$ cat src/rtl/loc_arb_pkg.sv
`timescale 1ns/1ps
// Package: shared bit positions of the access byte and the decoded write command.
// Assumes one write per cycle; a write may carry several command bits at once.
package loc_arb_pkg;

    localparam int BIT_VALID   = 7;
    localparam int BIT_ACTIVE  = 5;
    localparam int BIT_SEIZED  = 4;
    localparam int BIT_SEIZE   = 3;
    localparam int BIT_PENDING = 2;
    localparam int BIT_REQ     = 1;
    localparam int BIT_EST     = 0;

    typedef struct packed {
        logic req;
        logic rel;
        logic seize;
        logic clr_seized;
    } acc_cmd_t;

    // Turn a written byte into the command bits it carries.
    function automatic acc_cmd_t decode_cmd(input logic [7:0] wb);
        acc_cmd_t c;
        c.req        = wb[BIT_REQ];
        c.rel        = wb[BIT_ACTIVE];
        c.seize      = wb[BIT_SEIZE];
        c.clr_seized = wb[BIT_SEIZED];
        return c;
    endfunction

endpackage

$ cat src/rtl/loc_addr_decode.sv
`timescale 1ns/1ps
// Module: loc_addr_decode
// Splits a bus address into a locality number and a hit flag.
// A hit needs offset zero inside the window and a window number below NUM_LOC.
// Assumes ADDR_W > WIN_LSB and that the window field can hold NUM_LOC-1.
module loc_addr_decode #(
    parameter int NUM_LOC = 5,
    parameter int ADDR_W  = 15,
    parameter int WIN_LSB = 12,
    localparam int LOC_W  = (NUM_LOC > 1) ? $clog2(NUM_LOC) : 1,
    localparam int SEL_W  = ADDR_W - WIN_LSB
) (
    input  logic [ADDR_W-1:0] addr_i,
    output logic              hit_o,
    output logic [LOC_W-1:0]  loc_o
);

    logic [SEL_W-1:0] sel;

    // Pick the window field and check it against the mapped range.
    always_comb begin
        sel   = addr_i[ADDR_W-1:WIN_LSB];
        hit_o = (addr_i[WIN_LSB-1:0] == '0) && (int'(sel) < NUM_LOC);
        loc_o = LOC_W'(sel);
    end

endmodule

$ cat src/rtl/loc_own_ctrl.sv
`timescale 1ns/1ps
// Module: loc_own_ctrl
// Holds the one-hot owner, the per-locality request bits and the seized flags.
// Per write: a forced takeover beats release; release beats the free-device grant;
// a grant picks the highest-numbered requester. Requests from the (new) owner drop.
// Assumes at most one write per cycle, already decoded to a locality and command.
module loc_own_ctrl
    import loc_arb_pkg::*;
#(
    parameter int NUM_LOC = 5,
    localparam int LOC_W  = (NUM_LOC > 1) ? $clog2(NUM_LOC) : 1
) (
    input  logic               clk,
    input  logic               rst_n,
    input  logic               wr_en_i,
    input  logic [LOC_W-1:0]   wr_loc_i,
    input  acc_cmd_t           cmd_i,
    output logic [NUM_LOC-1:0] own_o,
    output logic [NUM_LOC-1:0] req_o,
    output logic [NUM_LOC-1:0] seized_o
);

    logic [NUM_LOC-1:0] own_q, req_q, sz_q;
    logic [NUM_LOC-1:0] own_n, req_n, sz_n;
    logic [NUM_LOC-1:0] wr_oh;
    logic [NUM_LOC-1:0] grant_pick;
    logic               do_seize, do_rel, do_grant;

    // One-hot of the writing locality, zero when there is no write.
    for (genvar g = 0; g < NUM_LOC; g++) begin : g_wr_oh
        assign wr_oh[g] = wr_en_i && (wr_loc_i == LOC_W'(g));
    end

    // Highest-numbered set bit of a request vector, as a one-hot.
    function automatic logic [NUM_LOC-1:0] pick_hi(input logic [NUM_LOC-1:0] v);
        logic [NUM_LOC-1:0] p;
        p = '0;
        for (int i = 0; i < NUM_LOC; i++) begin
            if (v[i]) p = {{(NUM_LOC-1){1'b0}}, 1'b1} << i;
        end
        return p;
    endfunction

    // Decide which of the ownership events applies this cycle.
    always_comb begin
        grant_pick = pick_hi(req_q);
        do_seize   = (|wr_oh) && cmd_i.seize && (own_q < wr_oh);
        do_rel     = (|(wr_oh & own_q)) && cmd_i.rel && !cmd_i.seize;
        do_grant   = (own_q == '0) && (|req_q) && !do_seize;
    end

    // Next owner, requests and seized flags.
    always_comb begin
        own_n = own_q;
        req_n = req_q;
        sz_n  = sz_q;
        if (cmd_i.clr_seized) sz_n = sz_n & ~wr_oh;
        if (do_seize) begin
            sz_n  = sz_n | own_q;
            own_n = wr_oh;
            req_n = req_n & ~wr_oh;
        end else if (do_rel) begin
            own_n = '0;
        end else if (do_grant) begin
            own_n = grant_pick;
            req_n = req_n & ~grant_pick;
        end
        if (cmd_i.req) req_n = req_n | (wr_oh & ~own_n);
    end

    // State registers with synchronous reset.
    always_ff @(posedge clk) begin
        if (!rst_n) begin
            own_q <= '0;
            req_q <= '0;
            sz_q  <= '0;
        end else begin
            own_q <= own_n;
            req_q <= req_n;
            sz_q  <= sz_n;
        end
    end

    assign own_o    = own_q;
    assign req_o    = req_q;
    assign seized_o = sz_q;


    one_owner_chk: assert property (@(posedge clk) disable iff (!rst_n)
        $onehot0(own_q));


    seize_takes_chk: assert property (@(posedge clk) disable iff (!rst_n)
        (wr_en_i && cmd_i.seize && (own_q < wr_oh)) |=> (own_q == $past(wr_oh)));


    seize_blocked_chk: assert property (@(posedge clk) disable iff (!rst_n)
        (wr_en_i && cmd_i.seize && (own_q != '0) && (own_q >= wr_oh))
            |=> $stable(own_q));


    seized_cause_chk: assert property (@(posedge clk) disable iff (!rst_n)
        ((sz_q & ~$past(sz_q) & ~$past(own_q)) == '0));


    grant_next_chk: assert property (@(posedge clk) disable iff (!rst_n)
        ((own_q == '0) && (|req_q) && !(wr_en_i && cmd_i.seize))
            |=> (|(own_q & $past(req_q))));


    release_chk: assert property (@(posedge clk) disable iff (!rst_n)
        (wr_en_i && cmd_i.rel && !cmd_i.seize && (|(own_q & wr_oh)))
            |=> (own_q == '0));

endmodule

$ cat src/rtl/loc_read_port.sv
`timescale 1ns/1ps
// Module: loc_read_port
// Builds each locality's access byte from the shared state and registers
// the selected one on a read strobe. Unmapped reads return zero.
// Assumes the read data is held between reads.
module loc_read_port
    import loc_arb_pkg::*;
#(
    parameter int NUM_LOC = 5,
    localparam int LOC_W  = (NUM_LOC > 1) ? $clog2(NUM_LOC) : 1
) (
    input  logic               clk,
    input  logic               rst_n,
    input  logic               rd_en_i,
    input  logic               hit_i,
    input  logic [LOC_W-1:0]   loc_i,
    input  logic [NUM_LOC-1:0] own_i,
    input  logic [NUM_LOC-1:0] req_i,
    input  logic [NUM_LOC-1:0] seized_i,
    input  logic               est_i,
    output logic [7:0]         rdata_o
);

    logic [7:0] acc_byte [NUM_LOC];
    logic [7:0] sel_byte;
    logic [7:0] rdata_q;

    // Assemble the access byte seen by each locality.
    for (genvar g = 0; g < NUM_LOC; g++) begin : g_byte
        logic [NUM_LOC-1:0] others;
        assign others = req_i & ~({{(NUM_LOC-1){1'b0}}, 1'b1} << g);
        always_comb begin
            acc_byte[g]              = '0;
            acc_byte[g][BIT_VALID]   = 1'b1;
            acc_byte[g][BIT_ACTIVE]  = own_i[g];
            acc_byte[g][BIT_SEIZED]  = seized_i[g];
            acc_byte[g][BIT_PENDING] = |others;
            acc_byte[g][BIT_REQ]     = req_i[g];
            acc_byte[g][BIT_EST]     = est_i;
        end
    end

    // Select the addressed locality's byte, zero when unmapped.
    always_comb begin
        sel_byte = '0;
        for (int i = 0; i < NUM_LOC; i++) begin
            if (hit_i && (loc_i == LOC_W'(i))) sel_byte = acc_byte[i];
        end
    end

    // Capture on the read strobe and hold otherwise.
    always_ff @(posedge clk) begin
        if (!rst_n)       rdata_q <= '0;
        else if (rd_en_i) rdata_q <= sel_byte;
    end

    assign rdata_o = rdata_q;


    valid_est_chk: assert property (@(posedge clk) disable iff (!rst_n)
        (rd_en_i && hit_i) |=> (rdata_o[BIT_VALID] && (rdata_o[BIT_EST] == $past(est_i))));


    unmapped_zero_chk: assert property (@(posedge clk) disable iff (!rst_n)
        (rd_en_i && !hit_i) |=> (rdata_o == 8'h00));


    hold_chk: assert property (@(posedge clk) disable iff (!rst_n)
        !rd_en_i |=> $stable(rdata_o));

endmodule

$ cat src/rtl/locality_arbiter.sv
`timescale 1ns/1ps
// Module: locality_arbiter (top)
// Per-locality access byte: request, release, forced takeover by a higher locality,
// seized tracking and establishment flag. Connects decoder, state and read port.
// Assumes one-cycle read and write strobes, never both in the same cycle.
module locality_arbiter
    import loc_arb_pkg::*;
#(
    parameter int NUM_LOC = 5,
    parameter int ADDR_W  = 15,
    parameter int WIN_LSB = 12,
    localparam int LOC_W  = (NUM_LOC > 1) ? $clog2(NUM_LOC) : 1
) (
    input  logic              clk,
    input  logic              rst_n,
    input  logic              est_flag_i,
    input  logic [ADDR_W-1:0] reg_addr_i,
    input  logic [7:0]        reg_wdata_i,
    input  logic              reg_wr_i,
    input  logic              reg_rd_i,
    output logic [7:0]        reg_rdata_o
);

    logic               hit;
    logic [LOC_W-1:0]   loc;
    acc_cmd_t           cmd;
    logic [NUM_LOC-1:0] own, req, seized;

    assign cmd = decode_cmd(reg_wdata_i);

    loc_addr_decode #(
        .NUM_LOC (NUM_LOC),
        .ADDR_W  (ADDR_W),
        .WIN_LSB (WIN_LSB)
    ) u_dec (
        .addr_i (reg_addr_i),
        .hit_o  (hit),
        .loc_o  (loc)
    );

    loc_own_ctrl #(
        .NUM_LOC (NUM_LOC)
    ) u_own (
        .clk      (clk),
        .rst_n    (rst_n),
        .wr_en_i  (reg_wr_i && hit),
        .wr_loc_i (loc),
        .cmd_i    (cmd),
        .own_o    (own),
        .req_o    (req),
        .seized_o (seized)
    );

    loc_read_port #(
        .NUM_LOC (NUM_LOC)
    ) u_rd (
        .clk      (clk),
        .rst_n    (rst_n),
        .rd_en_i  (reg_rd_i),
        .hit_i    (hit),
        .loc_i    (loc),
        .own_i    (own),
        .req_i    (req),
        .seized_i (seized),
        .est_i    (est_flag_i),
        .rdata_o  (reg_rdata_o)
    );

endmodule

$ cat config.mk
export PLATFORM = sky130hd
export DESIGN_NAME = locality_arbiter
export DESIGN_NICKNAME = d
export VERILOG_FILES = /design/src/rtl/loc_arb_pkg.sv /design/src/rtl/loc_addr_decode.sv /design/src/rtl/loc_own_ctrl.sv /design/src/rtl/loc_read_port.sv /design/src/rtl/locality_arbiter.sv
export SDC_FILE = /design/constraint.sdc
export NUM_CORES = 1
export LEC_CHECK = 0
export BUFFER_PORTS_ARGS = -buffer_cell sky130_fd_sc_hd__buf_2
export CAP_MARGIN = 10
export CORE_UTILIZATION = 28
export CTS_CLUSTER_SIZE = 28
export DETAILED_ROUTE_END_ITERATION = 7
export GPL_TIMING_DRIVEN = 0
export HOLD_SLACK_MARGIN = 0.08
export SETUP_SLACK_MARGIN = 0.15
export SLEW_MARGIN = 15
export SYNTH_ARGS = -nofsm -noshare
export SYNTH_HDL_FRONTEND = slang
export SYNTH_SLANG_ARGS = --single-unit
$ cat constraint.sdc
create_clock -name clk -period 4.65 [get_ports clk]
set_input_delay 0.93 -clock clk [delete_from_list [all_inputs] [get_ports clk]]
set_output_delay 0.93 -clock clk [all_outputs]
set_load 0.01 [all_outputs]
==> flow_summary.toml <==
[synth]
synth_area_um2 = 1533
syn-instance-count = 185
syn_avg_cell_area_um2 = 8.285
synthArstFlopShare = 0
yosys_warnings = 0
synth_edf_count = 0
ys_seq_elements = 21
synth_flop_cell = "dfxtp_1"
ys_types = 50
yosysSeqAreaShare = 0.2743

[clocking]
cts.path.max_buffers = 2
cts_resized = 0
clk_latency_ps = 260
cts_tree = "yes"
clockRootBuffer = "clkbuf_8"
cts-hold-fix-buffers = 0
cts_made_buffers = 3
clkSlewWorstSetupHoldPaths_ps = 80
cts_sinks = 21
post_cts_buffers = 0
htreeDepth = 1

[floorplan]
die_h_um = 75.99
core_area_um2 = 5205
die_area_um2 = 5774
start_util = 0.2945
die_width_um = 75.99
std_cell_rows = 26
io_pins = 36

[pwr]
vdd_drop_max_uv = 88.95
finalPower_uw = 339.0
leakage_nw = 0.7173
power.density_nw_per_um2 = 187.3

[layout]
n_antenna_cell = 0
syn_to_final_growth_pct = 18.12
drive_gt1_frac = 0.2615
num-nets-final = 255
multiInputGateArea_um2 = 999.7
fillers = 571
seq_area_um2 = 420.4
final_common_cell = "buf_2"
final_cell_mix = "30 x buf_2, 21 x dfxtp_1, 14 x nor2_1, 14 x a21oi_1, 11 x inv_1"

[route]
dr.pass1.iters = 4
finalWirelength_um = 3917
ant_nets = 0
drc = 0
wire_per_inst_um = 13.60
avgViaCountPerCell = 5.198
via_count = 1497
drtIter0Drc = 86

[placed_design]
place_hpwl_um = 3044
routabilityCongestion = 0.8381
numPortBuffers = 28

[worst_setup_path]
cp-start-kind = "input pin"
cp.arrival_ps = 3730
required_ps = 4810
path_cells = "buf_2, nor4_2, nand4_1, buf_6, or2_1, ha_1, a21oi_1, a21boi_0, nor4_4, buf_6, nor3_1, o21a_1"
path_class = "in -> reg"
slowest_stage = "nor4_4"
rrSetupSlack_ps = 2510
crit_fanout = 10
crit_top_cell = "buf_6"
max_stage_delay_ps = 450
crit_path_end_kind = "flop"

[timing]
period_needed_ps = 3567
maxSlewHeadroom = 0.5532
setup_viol = 0
finalSetupTns_ps = 0
clock.fmax_mhz = 280.3
period_share = 0.7672
rsz0062_at_grt = "false"
tightest_slew_ps = 666.1
hold_ws_ps = 466.6
drv_slew = 0
skew_ps = 4.096
finalHoldViolations = 0

[grt]
grt_max_degree = 13
overflow = 0
grt_pass1_wl_um = 6741
antenna_found_initial = 0
grt_pass1_vias = 1356
track_usage = 0.1441

[min_path]
worst_hold_path_type = "reg -> reg"

[run_status]
status = "finished, final reports clean"

[job]
max_cap_violations = 0
## per-layer routing
| layer | vias to the layer above | routed length, um | global-route usage |
|---|---|---|---|
| li1 | 751 | - | - |
| met1 | 697 | 1895 | 0.1976 |
| met2 | 45 | 1746 | 0.2273 |
| met3 | 4 | 231 | 0.03713 |
| met4 | 0 | 43 | 0.03077 |
| met5 | - | 0 | 0 |
## registers in the layout, summed over array words and instances (netlist names)
name,cells
u_rd.rdata_o,6
u_own.req_o,5
u_own.seized_o,5
u_own.own_o,5
## worst max-delay path, delay by kind of cell
kind            cells  cell delay [ps]
simple gates        5             1440
compound gates      3              500
fa+ha+maj           1              330
buf+inv             3              530
## through the flow
stage / area (um^2) / utilization / cells / worst slack [ps]
after detailed placement: 1764 / 0.3389 / 284 / 791.0
after global routing: 1810 / 0.3478 / 288 / 787.0
after CTS: 1810 / 0.3478 / 288 / 1065
final: 1810 / 0.3478 / 288 / 1083
after global placement: 1764 / 0.3389 / 284 / 785.2
after floorplan: 1536 / - / 186 / 1297
## logic make-up (layout without fill, tap and decap cells)
family | Yosys count | in the layout | share of synthesized area
other | 1 | 2 | 0.002447
and+or+nand+nor | 76 | 76 | 0.2988
buffers and inverters | 24 | 56 | 0.07591
adders and majority gates | 8 | 8 | 0.06531
muxes | 5 | 5 | 0.05796
AOI/OAI and AO/OA | 50 | 50 | 0.2253
DFF | 21 | 21 | 0.2743
## Yosys cell counts, types with 2 or more instances
master | n | area share
dfxtp_1 | 21 | 0.27
a21oi_1 | 14 | 0.046
nor2_1 | 14 | 0.034
inv_1 | 11 | 0.027
nand2_1 | 10 | 0.024
ha_1 | 8 | 0.065
nor3_1 | 8 | 0.026
clkbuf_1 | 6 | 0.015
nor4_1 | 6 | 0.024
nand3_1 | 5 | 0.016
nor2b_1 | 5 | 0.020
o21ai_0 | 5 | 0.016
a31oi_1 | 4 | 0.016
o21a_1 | 4 | 0.020
a2bb2oi_1 | 3 | 0.017
mux4_2 | 3 | 0.044
nand2b_1 | 3 | 0.012
nand4_1 | 3 | 0.012
nor4_2 | 3 | 0.024
o21ai_1 | 3 | 0.0098
o31ai_1 | 3 | 0.015
or3_1 | 3 | 0.012
a2111oi_2 | 2 | 0.020
a211oi_1 | 2 | 0.0098
buf_2 | 2 | 0.0065
buf_4 | 2 | 0.0098
buf_6 | 2 | 0.015
nand3b_1 | 2 | 0.0098
nor3b_1 | 2 | 0.0098
o2111ai_1 | 2 | 0.011
o41ai_1 | 2 | 0.011
or2_1 | 2 | 0.0082
or2_2 | 2 | 0.0082
or4_1 | 2 | 0.0098
## cell type report
class                   instances  area share
plain buffers                  12     0.03870
clock buffers                   3     0.02281
clock inverters                 1    0.002764
inverters                      12     0.02557
multi-input cells             141      0.5522
flip-flops and latches         21      0.2322
well taps                      70     0.04838
repair buffers                 28     0.07740
## report_power, final
| group | leakage (nW) | switching, mW | internal, mW |
|---|---|---|---|
| Clock | 0.0255 | 0.0649 | 0.0598 |
| Combinational | 0.523 | 0.0205 | 0.0142 |
| Sequential | 0.169 | 0.00000284 | 0.180 |
## path summary, 6_finish.rpt
| check | startpoint | end | cells past startpoint |
|---|---|---|---|
| setup / recovery | reg_addr_i[1] | u_own.own_o[2]$_SDFF_PN0_ | 12 |
| hold / removal | u_rd.rdata_o[0]$_SDFFE_PN0P_ | u_rd.rdata_o[0]$_SDFFE_PN0P_ | 2 |
| setup reg to reg | u_own.own_o[1]$_SDFF_PN0_ | u_own.own_o[3]$_SDFF_PN0_ | 5 |
| hold reg to reg | u_rd.rdata_o[0]$_SDFFE_PN0P_ | u_rd.rdata_o[0]$_SDFFE_PN0P_ | 2 |
Note: power is estimated with default switching activity, not from simulation.
